$ cat config.mk
export PLATFORM = sky130hd
export DESIGN_NAME = fwd_link_modulator
export DESIGN_NICKNAME = d
export VERILOG_FILES = /design/src/rtl/fwd_link_pkg.sv /design/src/rtl/fwd_phase_timer.sv /design/src/rtl/fwd_bit_picker.sv /design/src/rtl/fwd_settle_timer.sv /design/src/rtl/fwd_link_modulator.sv
export SDC_FILE = /design/constraint.sdc
export NUM_CORES = 1
export LEC_CHECK = 0
export ABC_CLOCK_PERIOD_IN_PS = 4600
export BUFFER_PORTS_ARGS = -buffer_cell sky130_fd_sc_hd__buf_2
export CORE_MARGIN = 2
export CORE_UTILIZATION = 46
export CTS_BUF_LIST = sky130_fd_sc_hd__clkbuf_2 sky130_fd_sc_hd__clkbuf_4 sky130_fd_sc_hd__clkbuf_8
export CTS_CLUSTER_DIAMETER = 150
export DETAILED_ROUTE_END_ITERATION = 10
export PLACE_DENSITY = 0.74
export SETUP_SLACK_MARGIN = 0.5
export SKIP_LAST_GASP = 1
export SYNTH_ARGS = -nofsm -noshare
export SYNTH_HDL_FRONTEND = slang
export SYNTH_HIERARCHICAL = 1
export SYNTH_SLANG_ARGS = --single-unit
$ cat constraint.sdc
create_clock -name clk -period 4.6 [get_ports clk]
set_clock_uncertainty 0.15 [all_clocks]
set_input_delay 0.69 -clock clk [delete_from_list [all_inputs] [get_ports clk]]
set_output_delay 0.69 -clock clk [all_outputs]
set_load 0.03 [all_outputs]
$ cat src/rtl/fwd_link_pkg.sv
package fwd_link_pkg;

   typedef enum logic [2:0] {
      PH_IDLE,
      PH_LEAD,
      PH_NOTCH,
      PH_RECOVER,
      PH_MARK
   } phase_e;

   localparam logic [3:0] CMD_WRITE   = 4'hA;
   localparam logic [3:0] CMD_READ    = 4'h9;
   localparam logic [3:0] CMD_DISABLE = 4'h5;
   localparam logic [3:0] CMD_PROTECT = 4'h3;

   function automatic logic cmd_needs_settle(input logic [3:0] code);
      return (code == CMD_WRITE) || (code == CMD_PROTECT);
   endfunction

endpackage

$ cat src/rtl/fwd_phase_timer.sv
module fwd_phase_timer #(
   parameter int TW = 6
) (
   input  logic          clk,
   input  logic          rst_n,
   input  logic          clear,
   input  logic          run,
   input  logic          tick,
   input  logic [TW-1:0] limit,
   output logic          last
);
   logic [TW-1:0] cnt_q;

   assign last = run & tick & (cnt_q == limit - TW'(1));

   always_ff @(posedge clk or negedge rst_n) begin
      if (!rst_n)              cnt_q <= '0;
      else if (clear)          cnt_q <= '0;
      else if (run && tick)    cnt_q <= last ? '0 : cnt_q + TW'(1);
   end

   AST_TIMER_RANGE: assert property (@(posedge clk) disable iff (!rst_n)
      run |-> (cnt_q < limit));

endmodule

$ cat src/rtl/fwd_bit_picker.sv
module fwd_bit_picker #(
   parameter int NBITS = 64,
   parameter int IW    = 6
) (
   input  logic [NBITS-1:0] vec,
   input  logic [IW-1:0]    sel,
   output logic             bit_o
);
   generate
      if (NBITS == 1) begin : g_single
         logic unused_sel;
         assign unused_sel = ^sel;
         assign bit_o = vec[0];
      end else begin : g_mux
         always_comb begin
            bit_o = 1'b0;
            for (int i = 0; i < NBITS; i++)
               if (sel == IW'(i)) bit_o = vec[i];
         end
      end
   endgenerate
endmodule

$ cat src/rtl/fwd_settle_timer.sv
module fwd_settle_timer #(
   parameter int SW = 16
) (
   input  logic          clk,
   input  logic          rst_n,
   input  logic          arm,
   input  logic          tick,
   input  logic [SW-1:0] ticks,
   output logic          active,
   output logic          fire
);
   logic [SW-1:0] cnt_q;
   logic          act_q, fire_q;

   always_ff @(posedge clk or negedge rst_n) begin
      if (!rst_n) begin
         cnt_q  <= '0;
         act_q  <= 1'b0;
         fire_q <= 1'b0;
      end else begin
         fire_q <= 1'b0;
         if (arm) begin
            cnt_q <= '0;
            act_q <= 1'b1;
         end else if (act_q && tick) begin
            if (cnt_q == ticks - SW'(1)) begin
               act_q  <= 1'b0;
               fire_q <= 1'b1;
            end else begin
               cnt_q <= cnt_q + SW'(1);
            end
         end
      end
   end

   assign active = act_q;
   assign fire   = fire_q;

   AST_FIRE_PULSE: assert property (@(posedge clk) disable iff (!rst_n)
      fire_q |=> !fire_q);
   AST_FIRE_AFTER_WAIT: assert property (@(posedge clk) disable iff (!rst_n)
      fire_q |-> $past(act_q));

endmodule

$ cat src/rtl/fwd_link_modulator.sv
module fwd_link_modulator
   import fwd_link_pkg::*;
#(
   parameter int MAX_BITS    = 64,
   parameter int LEAD_TICKS  = 18,
   parameter int SLOT_TICKS  = 32,
   parameter int NOTCH_TICKS = 23,
   parameter int SETTLE_W    = 16,
   localparam int CNT_W      = $clog2(MAX_BITS + 1)
) (
   input  logic                clk,
   input  logic                rst_n,
   input  logic                carrier_tick,
   input  logic                start,
   input  logic [3:0]          cmd_code,
   input  logic [CNT_W-1:0]    bit_count,
   input  logic [MAX_BITS-1:0] bits_in,
   input  logic [SETTLE_W-1:0] settle_ticks,
   output logic                field_on,
   output logic                busy,
   output logic                done,
   output logic                capture_go
);
   localparam int IDX_W     = (MAX_BITS > 1) ? $clog2(MAX_BITS) : 1;
   localparam int RECOVER_T = SLOT_TICKS - NOTCH_TICKS;
   localparam int LONGEST   = (LEAD_TICKS > SLOT_TICKS) ? LEAD_TICKS : SLOT_TICKS;
   localparam int TW        = $clog2(LONGEST + 1);

   generate
      if (NOTCH_TICKS < 1 || NOTCH_TICKS >= SLOT_TICKS) begin : g_bad_notch
         $error("NOTCH_TICKS must lie in 1..SLOT_TICKS-1");
      end
      if (LEAD_TICKS < 1) begin : g_bad_lead
         $error("LEAD_TICKS must be at least 1");
      end
      if (MAX_BITS < 1) begin : g_bad_bits
         $error("MAX_BITS must be at least 1");
      end
      if (SETTLE_W < 1) begin : g_bad_settle
         $error("SETTLE_W must be at least 1");
      end
   endgenerate

   phase_e              ph_q, ph_d;
   logic [MAX_BITS-1:0] bits_q;
   logic [CNT_W-1:0]    lim_q, idx_q, sel_idx;
   logic [SETTLE_W-1:0] settle_q;
   logic                need_q, field_q, done_q;
   logic                accept, launch, finish, more, nxt_bit, last;
   logic                settle_act, settle_fire, wait_used;
   logic [TW-1:0]       ph_limit;

   assign busy   = (ph_q != PH_IDLE) | settle_act;
   assign accept = start & ~busy;

   // phase length in carrier ticks
   always_comb begin
      unique case (ph_q)
         PH_LEAD:    ph_limit = TW'(LEAD_TICKS);
         PH_NOTCH:   ph_limit = TW'(NOTCH_TICKS);
         PH_RECOVER: ph_limit = TW'(RECOVER_T);
         PH_MARK:    ph_limit = TW'(SLOT_TICKS);
         default:    ph_limit = TW'(1);
      endcase
   end

   fwd_phase_timer #(.TW(TW)) u_timer (
      .clk   (clk),
      .rst_n (rst_n),
      .clear (accept),
      .run   (ph_q != PH_IDLE),
      .tick  (carrier_tick),
      .limit (ph_limit),
      .last  (last)
   );

   // index of the bit whose slot would start next
   assign sel_idx = (ph_q == PH_LEAD) ? '0 : idx_q + CNT_W'(1);
   assign more    = (sel_idx < lim_q);

   fwd_bit_picker #(.NBITS(MAX_BITS), .IW(IDX_W)) u_pick (
      .vec   (bits_q),
      .sel   (sel_idx[IDX_W-1:0]),
      .bit_o (nxt_bit)
   );

   always_comb begin
      ph_d   = ph_q;
      launch = 1'b0;
      finish = 1'b0;
      unique case (ph_q)
         PH_IDLE:  if (accept) ph_d = PH_LEAD;
         PH_NOTCH: if (last)   ph_d = PH_RECOVER;
         PH_LEAD, PH_RECOVER, PH_MARK: begin
            if (last) begin
               if (more) launch = 1'b1;
               else      finish = 1'b1;
            end
         end
         default: ph_d = PH_IDLE;
      endcase
      if (launch) ph_d = nxt_bit ? PH_MARK : PH_NOTCH;
      if (finish) ph_d = PH_IDLE;
   end

   always_ff @(posedge clk or negedge rst_n) begin
      if (!rst_n) begin
         ph_q     <= PH_IDLE;
         bits_q   <= '0;
         lim_q    <= '0;
         idx_q    <= '0;
         settle_q <= '0;
         need_q   <= 1'b0;
         field_q  <= 1'b0;
         done_q   <= 1'b0;
      end else begin
         ph_q   <= ph_d;
         done_q <= finish;
         if (accept) begin
            bits_q   <= bits_in;
            lim_q    <= (bit_count > CNT_W'(MAX_BITS)) ? CNT_W'(MAX_BITS) : bit_count;
            idx_q    <= '0;
            settle_q <= settle_ticks;
            need_q   <= cmd_needs_settle(cmd_code);
            field_q  <= 1'b1;
         end else if (launch) begin
            idx_q   <= sel_idx;
            field_q <= nxt_bit;
         end else if (ph_q == PH_NOTCH && last) begin
            field_q <= 1'b1;
         end
      end
   end

   assign wait_used = need_q & (settle_q != '0);

   fwd_settle_timer #(.SW(SETTLE_W)) u_settle (
      .clk    (clk),
      .rst_n  (rst_n),
      .arm    (finish & wait_used),
      .tick   (carrier_tick),
      .ticks  (settle_q),
      .active (settle_act),
      .fire   (settle_fire)
   );

   assign field_on   = field_q;
   assign done       = done_q;
   assign capture_go = (done_q & ~wait_used) | settle_fire;

   AST_LEAD_FIELD: assert property (@(posedge clk) disable iff (!rst_n)
      (ph_q == PH_LEAD) |-> field_q);
   AST_MARK_FIELD: assert property (@(posedge clk) disable iff (!rst_n)
      (ph_q == PH_MARK) |-> field_q);
   AST_DROP_IN_NOTCH: assert property (@(posedge clk) disable iff (!rst_n)
      $fell(field_q) |-> (ph_q == PH_NOTCH));
   AST_IDX_BOUND: assert property (@(posedge clk) disable iff (!rst_n)
      (ph_q inside {PH_NOTCH, PH_RECOVER, PH_MARK}) |-> (idx_q < lim_q));
   AST_ZERO_COUNT: assert property (@(posedge clk) disable iff (!rst_n)
      (ph_q == PH_LEAD && lim_q == '0) |=> (ph_q inside {PH_LEAD, PH_IDLE}));
   AST_CLAMP: assert property (@(posedge clk) disable iff (!rst_n)
      lim_q <= CNT_W'(MAX_BITS));
   AST_DONE_PULSE: assert property (@(posedge clk) disable iff (!rst_n)
      done_q |=> !done_q);
   AST_IDLE_HOLD: assert property (@(posedge clk) disable iff (!rst_n)
      (ph_q == PH_IDLE && $past(ph_q) == PH_IDLE) |-> $stable(field_q));
   AST_BUSY_IGNORE: assert property (@(posedge clk) disable iff (!rst_n)
      (start && busy) |=> ($stable(bits_q) && $stable(lim_q)));
   AST_CAPTURE_SRC: assert property (@(posedge clk) disable iff (!rst_n)
      capture_go |-> (done_q || $past(settle_act)));

endmodule

# Yosys cells after proc, flatten, opt, wreduce, memory -nomap -nowiden

Index checks and enable logic that the tools add are counted.

Divide/modulo/power cells: 0
Add/sub/neg operators: 5
$mul: 0
Magnitude comparators: 2
Shifts and indexed selects: 0
Equal/unequal tests: 75
Bitwise operators: 10
Muxes and demuxes: 96
Reduce and logical (&&, ||, !) cells: 17

Operators by type and width:

| kind                  | count |
|---|---|
| $eq 6x6->1 const B    | 32 |
| $eq 6x5->1 const B    | 16 |
| $mux 1                | 79 |
| $eq 6x4->1 const B    | 8 |
| $mux 16               | 3 |
| $mux 7                | 4 |
| $eq 6x3->1 const B    | 4 |
| $pmux 6 s4            | 1 |
| $mux 6                | 3 |
| $add 16x1->16 const B | 1 |
| $eq 16x16->1          | 1 |
| $reduce_bool 16->1    | 1 |
| $sub 16x1->16 const B | 1 |
| $mux 3                | 5 |
| $eq 6x2->1 const B    | 2 |
| $pmux 3 s3            | 1 |
| $ne 4x4->1 const B    | 2 |
| $reduce_bool 2->1     | 4 |
| $add 7x1->7 const B   | 1 |
| $gt 7x7->1 const B    | 1 |
| $lt 7x7->1            | 1 |
| $add 6x1->6 const B   | 1 |
| $and 1x1->1           | 6 |
| $eq 3x2->1 const B    | 2 |
| other kinds (19)      | 25 |

Bits in writable memories: 0
Word-level logic and storage cells: 217
Output and inout port bits: 4
Bits in read-only memories: 0
Latch bits: 0
Memories kept: 0
Bits in registers: 124
Input bits: 95

# Logic depth before layout (Yosys ltp)

Depth in word-level cells: 70
Depth in mapped cells: 20
Gate-level depth less buffers: 17

# Hierarchy

Netlist, hierarchy kept.

Modules (own cells, without submodules):

| module             | seq. area each (um^2) | area an instance (um^2) | times used | cells each |
|---|---|---|---|---|
| fwd_link_modulator | 2,502.4               | 4,367.9                 | 1          | 483 |
| fwd_settle_timer   | 450.4                 | 1,555.2                 | 1          | 194 |
| fwd_bit_picker     | 0.0                   | 1,154.9                 | 1          | 162 |
| fwd_phase_timer    | 150.1                 | 528.0                   | 1          | 63 |

# Least setup slack after synthesis

OpenSTA, ideal clock, no wires.

Path kind: reg-to-reg
Start point: register ph_q[0]
End point: register u_settle.cnt_q[1]
Cell stages (with the launch flop): 21
Required time: 4.322 ns
Path slack: -0.241 ns
Arrival: 4.564 ns
Buffers on the path: 3
Cell sequence: dfrtp_1 -> buf_6 -> nor3b_1 -> or2_2 -> inv_1 -> ha_1 -> xor2_1 -> nor2_1 -> o31ai_4 -> nor2_1 -> clkbuf_2 -> o21ai_2 -> nor3_1 -> nor3_1 -> o2111ai_1 -> or4_1 -> a221o_1 -> nor3_4 -> buf_6 -> o21bai_2 -> mux2_1

Longest elaborated chain between the ends: 10
Elaborated cells on any way between the ends: 21

RTL lines:

| what                                                             | RTL line                  | RTL |
|---|---|---|
| start: declaration                                               | fwd_link_modulator.sv:44  | `phase_e ph_q, ph_d;` |
| start signal: assignment                                         | fwd_link_modulator.sv:117 | `ph_q <= ph_d;` |
| $eq 3x3->1, or another cell as far along                         | fwd_link_modulator.sv:58  | `unique case (ph_q)` |
| $pmux 6 s4 (*)                                                   | fwd_link_modulator.sv:58  |  |
| via ph_limit[2]                                                  | fwd_link_modulator.sv:51  | `logic [TW-1:0] ph_limit;` |
| $sub 6x1->6 (*)                                                  | fwd_phase_timer.sv:14     | `assign last = run & tick & (cnt_q == limit - TW'(1));` |
| $eq 6x6->1 (*)                                                   | fwd_phase_timer.sv:14     |  |
| $and 1x1->1 (*)                                                  | fwd_phase_timer.sv:14     |  |
| via last                                                         | fwd_link_modulator.sv:49  | `logic accept, launch, finish, more, nxt_bit, last;` |
| $mux 1 (*)                                                       | fwd_link_modulator.sv:95  | `if (last) begin` |
| $mux 1 (*)                                                       | fwd_link_modulator.sv:91  | `unique case (ph_q)` |
| $and 1x1->1 (*)                                                  | fwd_link_modulator.sv:140 | `.arm (finish & wait_used),` |
| $ne 2x1->1 (no line) / $reduce_bool 2->1 (equally long branches) | -                         |  |
| $reduce_and 2->1 (no line)                                       | -                         |  |
| end signal: assignment                                           | fwd_settle_timer.sv:30    | `cnt_q <= cnt_q + SW'(1);` |
| end: declaration                                                 | fwd_settle_timer.sv:12    | `logic [SW-1:0] cnt_q;` |

The timed path passes the listed nets; every way through them passes the cells marked *.
A chain may end at the register's enable or synchronous reset.

# Worst setup path in the final report

Start point: register idx_q[1]
End point: register u_settle.cnt_q[15]

Longest elaborated chain between the ends: 9
Elaborated cells on any way between the ends: 11

RTL lines:

| what                                                             | RTL line                  | RTL |
|---|---|---|
| start: declaration                                               | fwd_link_modulator.sv:46  | `logic [CNT_W-1:0] lim_q, idx_q, sel_idx;` |
| start signal: assignment                                         | fwd_link_modulator.sv:127 | `idx_q <= sel_idx;` |
| $add 7x1->7 (*)                                                  | fwd_link_modulator.sv:78  | `assign sel_idx = (ph_q == PH_LEAD) ? '0 : idx_q + CNT_W'(1);` |
| $mux 7 (*)                                                       | fwd_link_modulator.sv:78  |  |
| $lt 7x7->1 (*)                                                   | fwd_link_modulator.sv:79  | `assign more = (sel_idx < lim_q);` |
| $mux 1 (*)                                                       | fwd_link_modulator.sv:96  | `if (more) launch = 1'b1;` |
| $mux 1 (*)                                                       | fwd_link_modulator.sv:95  |  |
| $mux 1 (*)                                                       | fwd_link_modulator.sv:91  |  |
| $and 1x1->1 (*)                                                  | fwd_link_modulator.sv:140 |  |
| $ne 2x1->1 (no line) / $reduce_bool 2->1 (equally long branches) | -                         |  |
| $reduce_and 2->1 (no line)                                       | -                         |  |

Mark *: on every way between the ends. The rest lies on a longest branch, timed or not.

==> impl_metrics.toml <==
[clock_network]
h-tree-depth = 4
cts.sinks = 124
clkTransAtPathRegs_ps = 80
cts_tree = "done"
cts_buffer_depth = 2
root_buffer = "clkbuf_8"
cts_hold_buf = 0
clkLatencyLatePin_ps = 460
cts_buffers = 17

[logic_synthesis]
synthFlopType = "dfrtp_1"
synthCells = 902
yosys.area.top_type_share_pct = 40.8
netlist_area_um2 = 7610
syn-num-nets = 1008
ys_async_sr_fraction_pct = 100
ys_ff_latch = 124
seq_area_frac_synth_pct = 40.8
ys_warn_count = 6
syn_avg_cell_area_um2 = 8.43
synth_edf_count = 0
synth_top_cell_by_area = "dfrtp_1"
synth.distinct_cells = 87
synthTopCellsByArea = "dfrtp_1 41%, nand2_1 14%, o21ai_0 2.7%"

[drt]
vias = 6864
viasPerCell = 5.52
postRouteAntennaNets = 0
drtPass1Iterations = 7
drc = 0
drtIter0Drc = 599
routedWlPerCell_um = 15.8
wirelength_um = 19700

[sta]
worst_pin_slew_ps = 946
fin_tns_setup_ps = 0
maxSlewHeadroom_pct = 37.0
fin_crit_ps = 3970
hold_violations = 0
rsz0062_at_grt = "yes"
hold_slack_ps = 215
max_freq_mhz = 252
drv_slew = 0
finalSetupViolations = 0
finalCritPeriodShare_pct = 86.3

[placed_design]
portBuffers = 98
gp_congestion = 0.878
hpwl_um = 13100

[power_and_ir_drop]
cellPowerDensity_nw_per_um2 = 606
worst_ir_drop_vdd_v = 0.000306
p_total_uw = 5440
leakage_uw = 0.00425

[floorplan]
ioPinCount = 99
fp.dieH_um = 133
fp.coreArea_um2 = 16300
row_count = 47
die_x_um = 133
initial_core_util_pct = 46.5
dieArea_um2 = 17600

[worst_setup_path]
worstPathArrival_ps = 4160
startpoint_type = "register"
path_max_fanout = 4
cp.required_ps = 4790
crit_type = "reg -> reg"
crit_path_end_kind = "register"

[run]
max_cap_viol_count = 0

[status]
status = "completed"

[grt]
grt.total_usage_pct = 22.2
grt_pass1_vias = 6515
overflow = 0
grt_pass1_wl_um = 32000
grt_max_degree = 94
grt_antenna_before_repair = 0

[min_path]
hold_class = "in -> async"

[layout]
final_common_cell = "nand2_1"
final_cell_mix = "289 x nand2_1, 121 x dfrtp_1, 97 x buf_2"
layout.nets = 1117
n_antenna_cell = 0
drive_above_1_share_pct = 23.6
areaGrowthSynthToFinish_pct = 18.1
## report_power, final
| group | switching [uW] | internal [uW] |
|---|---|---|
| Combinational | 1490 | 1100 |
| Clock | 474 | 495 |
| Sequential | 393 | 1500 |
## through the flow
step	worst slack [ps]	area (um^2)	util, %	cells
final	631	8980	55.0	1244
after global routing	396	8980	55.0	1244
after CTS	506	8730	53.4	1227
after detailed placement	288	8250	50.5	1188
after global placement	397	8250	50.5	1188
after floorplan	420	7670	-	902
## per-layer routing
layer	global-route usage [%]	share of wire [%]	vias up
met1	29.8	45	3259
met5	0	0	-
met4	7.71	2.1	0
li1	-	-	3342
met2	36.2	47	232
met3	4.21	5.7	31
## synthesized netlist by cell type (all sizes together), types with 7 or more instances
cell / n
dfrtp: 124
o211ai: 8
nand2b: 10
and3: 11
a211oi: 10
xnor2: 13
mux2: 7
or4: 10
nor2: 34
nand2: 291
nor2b: 14
or3: 12
clkbuf: 13
ha: 11
xor2: 17
nor4: 15
a31o: 8
mux2i: 12
nand3b: 12
o31ai: 11
inv: 22
nand3: 18
nor3: 20
a21oi: 38
buf: 38
o21ai: 45
## critical path, stage by stage (launching register included)
cell and delay (ps):
dfrtp_1 410, ha_4 170, nand3_4 80, or3_4 350, a21oi_4 190, ha_4 240
a21oi_4 160, o21ai_4 100, and2b_2 260, nor3_4 60, nor3_2 90, o2111ai_1 100
or4_1 470, a221o_1 320, nor3_4 200, buf_6 160, nor4_1 60, mux2_2 290
## cell families after synthesis
family          synth area share (%)
fa+ha+maj                       1.81
xor+xnor                        3.55
compound gates                  15.0
simple gates                    29.6
mux                             3.65
flops                           40.8
buf+inv                         5.64
## area by class of cell
class / count / area, um^2
sequential: 124 / 3110
inverter: 23 / 86.3
multi-input combinational: 705 / 4280
fill: 1530 / 7360
tap: 220 / 275
clock inverter: 13 / 141
timing repair buffer: 140 / 842
clock buffer: 19 / 249
## timing repair
action,CTS,global route
gates resized for setup,7,31
pin swaps,3,12
endpoints found under the setup margin,17,19
gates cloned,0,3
setup buffers,7,14
## registers in the layout, summed over array words and instances (netlist names)
name	flops
lim_q	7
ph_q	3
idx_q	7
u_settle/fire	1
bits_q	64
u_settle/cnt_q	16
u_timer/cnt_q	6
u_settle/active	1
field_on	1
need_q	1
done	1
settle_q	16
## final timing paths
| kind | cells after the start | slack [ps] | start | to |
|---|---|---|---|---|
| max in group asynchronous | 2 | 3170 | rst_n | idx_q[0] |
| setup reg to reg | 17 | 630 | idx_q[1] | u_settle/cnt_q[15] |
| setup / recovery | 17 | 630 | idx_q[1] | u_settle/cnt_q[15] |
| hold reg to reg | 2 | 320 | bits_q[58] | bits_q[58] |
| hold / removal | 1 | 220 | rst_n | settle_q[4] |
| min in group clk | 3 | 270 | bits_in[45] | bits_q[45] |
Note: power is estimated with default switching activity, not from simulation.
